$ cat config.mk
export PLATFORM = sky130hd
export DESIGN_NAME = usb_host_regfile
export DESIGN_NICKNAME = d
export VERILOG_FILES = /design/src/rtl/usb_host_regfile.sv
export SDC_FILE = /design/constraint.sdc
export NUM_CORES = 1
export LEC_CHECK = 0
export ABC_AREA = 1
export CAP_MARGIN = 20
export CORE_MARGIN = 2
export CORE_UTILIZATION = 39
export CTS_CLUSTER_DIAMETER = 30
export DETAILED_ROUTE_END_ITERATION = 10
export SYNTH_ARGS = -nofsm -noshare
export SYNTH_HDL_FRONTEND = slang
export SYNTH_SLANG_ARGS = --single-unit
$ cat constraint.sdc
create_clock -name clk -period 3.5 [get_ports clk]
set_input_delay 0.525 -clock clk [delete_from_list [all_inputs] [get_ports clk]]
set_output_delay 0.525 -clock clk [all_outputs]
set_load 0.005 [all_outputs]
$ cat src/rtl/usb_host_regfile.sv
module usb_host_regfile #(
  parameter logic [7:0] HW_REV = 8'h20
) (
  input  logic        clk,
  input  logic        rst_n,
  input  logic [7:0]  cpu_addr,
  input  logic [7:0]  cpu_wdata,
  input  logic        cpu_wr,
  input  logic        cpu_rd,
  output logic [7:0]  cpu_rdata,
  output logic        buf_sel,
  input  logic        eng_done,
  input  logic [7:0]  eng_status,
  input  logic [7:0]  eng_count,
  output logic        eng_go,
  output logic        eng_set,
  output logic [7:0]  eng_base,
  output logic [7:0]  eng_len,
  output logic [7:0]  eng_pid_ep,
  output logic [7:0]  eng_dev_addr,
  output logic [7:0]  ctrl1,
  output logic [13:0] sof_period,
  output logic        irq
);
  logic [7:0] ctl_q [2];
  logic [7:0] base_q [2];
  logic [7:0] len_q [2];
  logic [7:0] pid_q [2];
  logic [7:0] dev_q [2];
  logic [7:0] st_q [2];
  logic [7:0] cnt_q [2];
  logic [7:0] ctrl1_q, ie_q, rsv_q, sofl_q, ctrl2_q;
  logic [1:0] done_q;
  logic       full_en, cur;

  wire       reg_hit  = (cpu_addr[7:4] == 4'h0);
  wire       bsel     = cpu_addr[3];
  wire [2:0] off      = cpu_addr[2:0];
  wire       per_set  = (off <= 3'd4);
  wire       xfer_end = eng_done & ctl_q[cur][0];

  always_ff @(posedge clk) begin
    if (!rst_n) begin
      for (int i = 0; i < 2; i++) begin
        ctl_q[i]  <= '0;
        base_q[i] <= '0;
        len_q[i]  <= '0;
        pid_q[i]  <= '0;
        dev_q[i]  <= '0;
        st_q[i]   <= '0;
        cnt_q[i]  <= '0;
      end
      ctrl1_q <= '0;
      ie_q    <= '0;
      rsv_q   <= '0;
      sofl_q  <= '0;
      ctrl2_q <= '0;
      done_q  <= '0;
      full_en <= 1'b0;
      cur     <= 1'b0;
    end else begin
      if (cpu_wr && reg_hit) begin
        if (per_set) begin
          case (off)
            3'd0:    ctl_q[bsel]  <= cpu_wdata;
            3'd1:    base_q[bsel] <= cpu_wdata;
            3'd2:    len_q[bsel]  <= cpu_wdata;
            3'd3:    pid_q[bsel]  <= cpu_wdata;
            default: dev_q[bsel]  <= cpu_wdata;
          endcase
        end else begin
          case ({bsel, off})
            4'h5: ctrl1_q <= cpu_wdata;
            4'h6: ie_q    <= cpu_wdata;
            4'h7: rsv_q   <= cpu_wdata;
            4'hD: done_q  <= done_q & ~cpu_wdata[1:0];
            4'hE: sofl_q  <= cpu_wdata;
            4'hF: begin
              ctrl2_q <= cpu_wdata;
              full_en <= 1'b1;
            end
            default: ;
          endcase
        end
      end
      if (xfer_end) begin
        ctl_q[cur][0] <= 1'b0;
        st_q[cur]     <= eng_status;
        cnt_q[cur]    <= eng_count;
        done_q[cur]   <= 1'b1;
        if (full_en) cur <= ~cur;
      end
    end
  end

  always_comb begin
    cpu_rdata = '0;
    if (cpu_rd && reg_hit) begin
      if (per_set) begin
        case (off)
          3'd0:    cpu_rdata = ctl_q[bsel];
          3'd1:    cpu_rdata = base_q[bsel];
          3'd2:    cpu_rdata = len_q[bsel];
          3'd3:    cpu_rdata = st_q[bsel];
          default: cpu_rdata = cnt_q[bsel];
        endcase
      end else begin
        case ({bsel, off})
          4'h5:    cpu_rdata = ctrl1_q;
          4'h6:    cpu_rdata = ie_q;
          4'h7:    cpu_rdata = rsv_q;
          4'hD:    cpu_rdata = {6'b0, done_q};
          4'hE:    cpu_rdata = HW_REV;
          default: cpu_rdata = ctrl2_q;
        endcase
      end
    end
  end

  assign buf_sel      = (cpu_rd | cpu_wr) & ~reg_hit;
  assign eng_go       = ctl_q[cur][0];
  assign eng_set      = cur;
  assign eng_base     = base_q[cur];
  assign eng_len      = len_q[cur];
  assign eng_pid_ep   = pid_q[cur];
  assign eng_dev_addr = dev_q[cur];
  assign ctrl1        = ctrl1_q;
  assign sof_period   = {ctrl2_q[5:0], sofl_q};
  assign irq          = |(done_q & ie_q[1:0]);
endmodule


==> results.toml, run 1 <==
[clocking]
insertion_delay_ns = 0.43
cts_max_path_buffers = 2
cts_setup_buffers = 0
numClockSinks = 157
htreeDepth = 4
cts-root-buf = "clkbuf_16"
holdBufCountCts = 0
cts_buffers = 17
clk_pin_slew_ns = 0.06
tritoncts = "done"
cts_resized = 0

[placement]
io_buffers = 102
place_congestion = 0.933
dp_hpwl_mm = 13.7

[setup_path]
max_stage_delay_ns = 0.68
cp_common_cell = "clkdlybuf4s50_1"
start_kind = "input port"
worstPathArrival_ns = 2.86
endpoint_kind = "primary output"
crit_buf_inv = 3
critPathRequiredTime_ns = 2.97
crit_path_top_delay_cell = "clkdlybuf4s50_1"
critPathKind = "in -> out"
critPathLaunch = "cpu_addr[0]"
reg2reg_from = "ctl_q[0][0]$_SDFFE_PP0P_"
crit_fanout = 6
cp_cell_sequence = "clkdlybuf4s50_1 > inv_1 > nor2_2 > o211ai_1 > nand3_1 > o21ai_0 > a21oi_1 > clkdlybuf4s50_1"
path_delay_family = "buffers and inverters"

[synthesis]
synth_top_area_share = 0.449
synth_cell_types = 37
synth_area_per_cell_um2 = 9.48
synthesis.area_um2 = 7360
yosysWarnings = 0
synth_adder_area_share = 0
synth_compound_area_frac = 0.122
yosys.area_share.simple = 0.205
ys_seq_area_frac = 0.577
synthXorXnorAreaFrac = 0
synth_commonest_cells = "nor2_1 (148), nand2_1 (121), edfxtp_1 (110)"
ys_ff_latch = 157
synth_top_family_by_area = "simple AND/OR/NAND/NOR gates"
synth.most_common_cell = "nor2_1"
synth_cells = 776
ys.flop_type = "edfxtp_1"
synth_edf_count = 110
synthArstFlopShare = 0
synth_nets = 813
synthMuxAreaShare = 0.0291
synth_area_leaders = "edfxtp_1 (45%), dfxtp_1 (13%), nor2_1 (7.5%)"
synth.largest_area_cell = "edfxtp_1"

[timing]
finalHoldViolCount = 0
fin_crit_ns = 3.39
setup_total_negative_slack_ns = 0
relSlewSlack = 0.498
drv_slew = 0
finalCritPeriodShare = 0.968
fin_worst_skew_ns = 0.00776
fmax_mhz = 295
worst_pin_slew_ns = 0.752
rsz0062_at_grt = "false"
setup_viol = 0

[outcome]
status = "complete, no violations"

[routing]
vias = 5683
routedWlPerCell_um = 17.7
drc = 0
ant_nets = 0
viasPerCell = 5.11
drt-total-wl_mm = 19.7
dr.first_iter.drc_count = 482
drt_first_pass_iters = 5

[min_path]
hold_path_class = "reg -> reg"
hold_start = "ctl_q[0][0]$_SDFFE_PP0P_"

[pwr]
power_density_nw_per_um2 = 455
ir_drop_mv = 0.354
p_leak_nw = 3.56
p_total_mw = 4.13

[die]
fp.dieW_um = 141
rows = 50
dieArea_um2 = 20000
die_h_um = 141
core-area_um2 = 18600
start_util = 0.396
ios = 103

[final_layout]
nets = 903
diodes = 0
area_growth_syn_to_layout_pct = 23.5
finish.utilization = 0.489
drive_above_1_share = 0.125

[global_routing]
antenna_found_initial = 0
grt_max_degree = 50
grt_pass1_wl_mm = 30.5
grt.overflow.total = 0
grt_pass1_vias = 5387
grtUsageTotal = 0.203

[run]
cap_violations = 0
-- path summary, 6_finish.rpt --
check / to / slack [ns] / depth (start not counted)
worst min-delay path: ctl_q[0][0]$_SDFFE_PP0P_ / 0.48 / 2
worst min register to register: ctl_q[0][0]$_SDFFE_PP0P_ / 0.48 / 2
worst max-delay path: cpu_rdata[1] / 0.11 / 8
worst max register to register: cnt_q[0][4]$_SDFFCE_PN0P_ / 1.02 / 6
-- layout make-up --
cell class / count / area, µm²
Timing Repair Buffer: 115 / 1130
Clock inverter: 6 / 32.5
Multi-Input combinational cell: 512 / 2630
Tap cell: 234 / 293
Clock buffer: 25 / 517
Fill cell: 1736 / 9490
Sequential cell: 157 / 4240
Inverter: 63 / 236
-- placed cells by master (no fill, tap or decap), types with 3 or more instances in the layout --
cell type and n:
clkbuf_16 18, nor2_1 145, o21ai_1 4, mux2_2 19
clkbuf_1 3, a21oi_1 62, nor2_2 4, nand2_2 5
inv_2 7, nand4_2 4, dfxtp_1 47, o21ai_0 64
clkbuf_8 4, buf_4 11, nor2_4 11, o21ai_2 3
nand4_1 6, clkdlybuf4s50_1 100, nand3_1 19, clkinv_2 4
o21bai_1 3, or2_2 3, nand3_2 4, o211ai_1 14
o22ai_1 6, nand2_1 121, edfxtp_1 110, inv_1 55
-- sequential cells by signal (all words and copies together), names as in the netlist, named ones only --
signal / count
ie_q: 8
rsv_q: 8
done_q: 2
ctrl1: 8
dev_q: 16
ctrl2_q: 8
sofl_q: 8
base_q: 16
full_en: 1
len_q: 16
st_q: 16
cnt_q: 16
eng_set: 1
pid_q: 16
ctl_q: 16
-- power breakdown --
group	internal, mW	switching [mW]	leakage (nW)
sequential	2.04	0.0184	1.45
clock	1.02	0.716	0.279
combinational	0.133	0.208	1.83
-- tightest hold or removal path, cell delays in order, from the launching register on --
cell and delay (ns):
dfxtp_1 0.31, nand3_1 0.07, a21boi_1 0.05
-- per-stage QoR --
step | cell area [µm²] | worst slack [ns] | hold WS, ns | instances
after floorplan | 7360 | 1.46 | 0.440 | 776
after global placement | 8530 | 0.0197 | 0.472 | 1081
after detailed placement | 8530 | 0.0563 | 0.472 | 1081
after CTS | 9080 | 0.0399 | 0.480 | 1112
after global routing | 9090 | 0.0124 | 0.505 | 1112
final | 9090 | 0.112 | 0.478 | 1112
-- per-layer routing --
layer  track usage  vias to the layer above  share of wire
met4        0.0674                        0          0.017
li1              -                     2796              -
met2         0.320                      182           0.47
met1         0.284                     2679           0.46
met3        0.0398                       26          0.054
met5             0                        -              0
-- kinds of logic (layout without fill, tap and decap cells) --
logic type / count (synthesis) / in the layout
simple gates: 330 / 330
flops: 157 / 157
compound gates: 163 / 163
mux: 19 / 19
buf+inv: 107 / 209
Power figures use the tool's default switching activity.
==> run 2: changes to the inputs <==
==> constraint.sdc (replaced) <==
create_clock -name clk -period 4.2 [get_ports clk]
set_input_delay 0.63 -clock clk [delete_from_list [all_inputs] [get_ports clk]]
set_output_delay 0.63 -clock clk [all_outputs]
set_load 0.005 [all_outputs]
==> run 2 against run 1 <==
Against the previous run: sequential share of layout area is 0.32 points higher; setup slack better by 0.37 ns; first-iteration DRC count is 7.7% lower; critical endpoint is now cpu_rdata[5]; power is 16% lower; final cell count is 0.54% lower; sequential power is 17% lower; clock skew is 0.0013 ns lower; global-route usage is 0.41 points higher; clock power is 14% lower; non-clock buffer count is 7 lower; cell area is 0.69% lower.
==> results.toml, run 2 (same netlist as run 1, synthesis figures left out) <==
[setup_path]
critPathKind = "in -> out"
critPathRequiredTime_ns = 3.57
crit_fanout = 6
r2r_end = "st_q[1][3]$_SDFFCE_PN0P_"
regToRegSetupSlack_ns = 1.38
start_kind = "input port"
endpoint_kind = "primary output"
worstPathArrival_ns = 3.09
ff2ff_path_depth = 6

[timing]
drv_slew = 0
fin_crit_ns = 3.72
finalHoldViolCount = 0
fmax_mhz = 269
finalCritPeriodShare = 0.885
worst_pin_slew_ns = 0.753
fin_worst_skew_ns = 0.00649
relSlewSlack = 0.497
rsz0062_at_grt = "false"
hold_ws_ns = 0.488
setup_viol = 0
setup_total_negative_slack_ns = 0

[pwr]
p_clk_frac = 0.427
switching_share = 0.246
power.switching_mw = 0.858
power_density_nw_per_um2 = 386
p_int_mw = 2.62
pwr-share-seq = 0.493
p_leak_nw = 3.53
ir_drop_mv = 0.293
p_total_mw = 3.48
pwr-share-comb = 0.080

[outcome]
status = "complete, no violations"

[routing]
ant_nets = 0
drt-total-wl_mm = 20.0
drc = 0
vias = 5695
viasPerCell = 5.15
routedWlPerCell_um = 18.1
drt_first_pass_iters = 6
dr.first_iter.drc_count = 445

[clocking]
holdBufCountCts = 0
insertion_delay_ns = 0.43
cts-root-buf = "clkbuf_16"
cts_resized = 0
htreeDepth = 4
cts_setup_buffers = 0
tritoncts = "done"
clk_pin_slew_ns = 0.06
cts_max_path_buffers = 2
cts_buffers = 17
numClockSinks = 157

[final_layout]
mostFrequentLayoutCell = "nor2_1"
finish.utilization = 0.486
diodes = 0
area_growth_syn_to_layout_pct = 22.7
drive_above_1_share = 0.119
nets = 896
mostFrequentLayoutCells = "nor2_1 (148), nand2_1 (121), edfxtp_1 (110), clkdlybuf4s50_1 (100), o21ai_0 (64)"

[die]
dieArea_um2 = 20000
fp.dieW_um = 141
die_h_um = 141
core-area_um2 = 18600
rows = 50
ios = 103
start_util = 0.396

[placement]
place_congestion = 0.893
io_buffers = 102
dp_hpwl_mm = 13.7

[global_routing]
grtUsageTotal = 0.207
grt_pass1_vias = 5536
grt_max_degree = 60
grt.overflow.total = 0
grt_pass1_wl_mm = 31.3
antenna_found_initial = 0

[min_path]
hold_path_depth = 2
hold_path_class = "reg -> reg"
hold_path_end = "full_en$_SDFFE_PN0P_"
hold_start = "full_en$_SDFFE_PN0P_"

[run]
cap_violations = 0
run 2: cell types whose count changed in the layout (fill, tap and decap cells not counted):
cell,delta
clkbuf_1,-3
clkinv_2,-3
nor2_2,-2
inv_6,+5
buf_4,-6
nor2_1,+3
buf_12,-1
clkbuf_8,-3
nor2_4,-1
inv_4,+2
clkinv_4,+3
run 2: worst max-delay path by stage:
stage                start  slack (ns)      endpoint
2_1_floorplan  cpu_addr[3]        1.95  cpu_rdata[1]
3_3_place_gp   cpu_addr[1]        0.52  cpu_rdata[5]
3_5_place_dp   cpu_addr[2]        0.56  cpu_rdata[6]
4_1_cts        cpu_addr[1]        0.54  cpu_rdata[5]
5_1_grt        cpu_addr[1]        0.36  cpu_rdata[6]
6_report       cpu_addr[1]        0.48  cpu_rdata[5]
run 2: cell type report:
cell class	count	area, µm²
Fill cell	1753	9550
Inverter	63	236
Clock buffer	19	464
Clock inverter	13	100
Multi-Input combinational cell	512	2620
Sequential cell	157	4240
Timing Repair Buffer	108	1070
Tap cell	234	293
run 2: metal layers:
metal	part of all wire	vias up	routed length (µm)	GRT usage
met5	0	-	0	0
met4	0.020	0	393	0.0768
met3	0.063	33	1260	0.0432
met2	0.46	199	9240	0.320
met1	0.46	2681	9100	0.290
li1	-	2782	-	-
run 2: power by group through the flow:
stage / Sequential, mW / Combinational, mW / Clock, mW
2_1_floorplan: 1.74 / 0.146 / 0
3_3_place_gp: 1.75 / 0.278 / 0
3_5_place_dp: 1.75 / 0.278 / 0
4_1_cts: 1.72 / 0.279 / 1.50
5_1_grt: 1.72 / 0.304 / 1.56
6_report: 1.72 / 0.279 / 1.49
run 2: critical path: stages:
cell,delay [ns]
clkdlybuf4s50_1,0.68
inv_1,0.11
nor2_1,0.37
o211ai_1,0.21
nand3_1,0.19
o21ai_0,0.11
a21oi_1,0.22
clkdlybuf4s50_1,0.55
run 2: stage by stage:
stage,cell area (µm²),instances,setup slack [ns]
2_1_floorplan,7360,776,1.95
3_3_place_gp,8460,1074,0.519
3_5_place_dp,8460,1074,0.558
4_1_cts,9030,1106,0.536
5_1_grt,9030,1106,0.364
6_report,9030,1106,0.485
==> run 3: changes to the inputs <==
--- a/config.mk
+++ b/config.mk
@@ -7,6 +7,7 @@
 export LEC_CHECK = 0
 export ABC_AREA = 1
 export CAP_MARGIN = 20
+export CORE_ASPECT_RATIO = 0.5
 export CORE_MARGIN = 2
 export CORE_UTILIZATION = 39
 export CTS_CLUSTER_DIAMETER = 30
==> run 3 against run 2 <==
Against the previous run: sequential power barely moved; worst hold slack hardly changed; critical path depth fell by 1; wire length up 1.4%; power increased by 2.6%; cell area increased by 0.58%; clock skew up 0.0034 ns; count of clock-buffer cells in the layout is 2 lower; largest cell class unchanged; highest routed layer unchanged.
==> results.toml, run 3 (same netlist as run 1, synthesis figures left out) <==
[global_routing]
grt_pass1_wl_mm = 31.1
grtUsageTotal = 0.209
grt_pass1_vias = 5347
antenna_found_initial = 0
grt_max_degree = 60
grt.overflow.total = 0

[routing]
wl_met3_mm = 1.15
routedWlPerCell_um = 17.9
top_layer = "met4"
ant_nets = 0
route.met2.wl_mm = 9.22
viasPerCell = 5.00
drt-total-wl_mm = 20.3
drt_first_pass_iters = 5
wl_met1_mm = 9.83
dr.first_iter.drc_count = 523
vias = 5653
drc = 0

[final_layout]
final_area_um2 = 9080
drive_above_1_share = 0.118
nets = 896
area_growth_syn_to_layout_pct = 23.4
mostFrequentLayoutCells = "nor2_1 (148), nand2_1 (121), edfxtp_1 (110), clkdlybuf4s50_1 (100), o21ai_0 (64)"
mostFrequentLayoutCell = "nor2_1"
diodes = 0
instances_no_fill = 1131

[timing]
postLayoutSetupSlackWorst_ns = 0.455
finalCritPeriodShare = 0.892
hold_ws_ns = 0.488
fin_crit_ns = 3.75
fin_worst_skew_ns = 0.00984
finalHoldViolCount = 0
worst_pin_slew_ns = 0.810
setup_viol = 0
fmax_mhz = 267
drv_slew = 0
relSlewSlack = 0.459
rsz0062_at_grt = "false"
setup_total_negative_slack_ns = 0

[placement]
io_buffers = 102
dp.cells = 1099
placed_area_um2 = 8480
place_ws_ns = 0.484
place_congestion = 0.870
dp_hpwl_mm = 14.0

[run]
cap_violations = 0

[min_path]
hold_start = "ctl_q[0][0]$_SDFFE_PP0P_"
hold_path_class = "reg -> reg"
hold_path_depth = 2
hold_path_end = "ctl_q[0][0]$_SDFFE_PP0P_"

[setup_path]
worstPathArrival_ns = 3.12
endpoint_kind = "primary output"
critPathKind = "in -> out"
cp_common_cell = "clkdlybuf4s50_1"
regToRegSetupSlack_ns = 1.74
critPathRequiredTime_ns = 3.57
cp_cell_sequence = "clkdlybuf4s50_1 > o21ai_0 > nor2_2 > nor2_1 > o21bai_1 > a21oi_1 > clkdlybuf4s50_1"
crit_path_top_delay_cell = "clkdlybuf4s50_1"
ff2ff_path_depth = 6
r2r_end = "cnt_q[0][0]$_SDFFCE_PN0P_"
start_kind = "input port"
path_delay_family = "buffers and inverters"
reg2reg_from = "ctl_q[0][0]$_SDFFE_PP0P_"
max_stage_delay_ns = 0.90
crit_buf_inv = 2
crit_fanout = 11

[clocking]
cts_buffers = 17
insertion_delay_ns = 0.42
clk_pin_slew_ns = 0.06
cts_setup_buffers = 0
numClockSinks = 157
cts_max_path_buffers = 2
htreeDepth = 4
cts-root-buf = "clkbuf_16"
cts_resized = 0
tritoncts = "done"
holdBufCountCts = 0

[die]
rows = 35
dieArea_um2 = 20000
core-area_um2 = 18400
start_util = 0.399
die_h_um = 101
fp.dieW_um = 198
ios = 103

[pwr]
ir_drop_mv = 0.277
power_density_nw_per_um2 = 393
p_leak_nw = 3.53

[outcome]
status = "complete, no violations"
run 3: cell types whose count changed in the layout (fill, tap and decap cells not counted), sizes merged:
cell,change
clkinvlp,+1
clkbuf,-2
inv,-1
bufinv,+2
run 3: layer usage:
| layer | track usage | vias to the layer above |
|---|---|---|
| met1 | 0.304 | 2720 |
| met3 | 0.0422 | 4 |
| met2 | 0.324 | 147 |
| li1 | - | 2782 |
| met4 | 0.0422 | 0 |
| met5 | 0 | - |
run 3: report_power, final:
part | leakage (nW) | internal (mW) | total, mW | switching (mW)
sequential | 1.45 | 1.70 | 1.72 | 0.0158
clock | 0.291 | 0.897 | 1.58 | 0.682
combinational | 1.79 | 0.103 | 0.277 | 0.174
total | 3.53 | 2.70 | 3.57 | 0.872
run 3: tightest hold or removal path, delay by kind of cell (launching register included):
kind / cells / cell delay, ns
AOI/OAI and AO/OA: 1 / 0.06
and+or+nand+nor: 1 / 0.07
DFF: 1 / 0.31
run 3: how the worst max path moves through the flow:
| stage | start | to | slack, ns | cells after the start |
|---|---|---|---|---|
| floorplan | cpu_addr[3] | cpu_rdata[1] | 1.95 | 9 |
| global placement | cpu_addr[0] | cpu_rdata[4] | 0.52 | 8 |
| detailed placement | cpu_addr[2] | cpu_rdata[4] | 0.48 | 7 |
| CTS | cpu_addr[2] | cpu_rdata[4] | 0.47 | 7 |
| global route | cpu_addr[0] | cpu_rdata[2] | 0.33 | 8 |
| finish | cpu_addr[2] | cpu_rdata[4] | 0.45 | 7 |
run 3: through the flow:
stage / util / power (mW)
2_1_floorplan: - / 1.89
5_1_grt: 0.493 / 3.68
3_3_place_gp: 0.460 / 2.02
4_1_cts: 0.493 / 3.59
6_report: 0.493 / 3.57
3_5_place_dp: 0.460 / 2.03
run 3: area by class of cell:
cell class | count | area (µm²)
clock buffers | 17 | 425
clock inverters | 15 | 173
fillers | 1719 | 9360
inverters | 63 | 236
multi-input cells | 512 | 2620
flip-flops and latches | 157 | 4240
well taps | 259 | 324
repair buffers | 108 | 1060
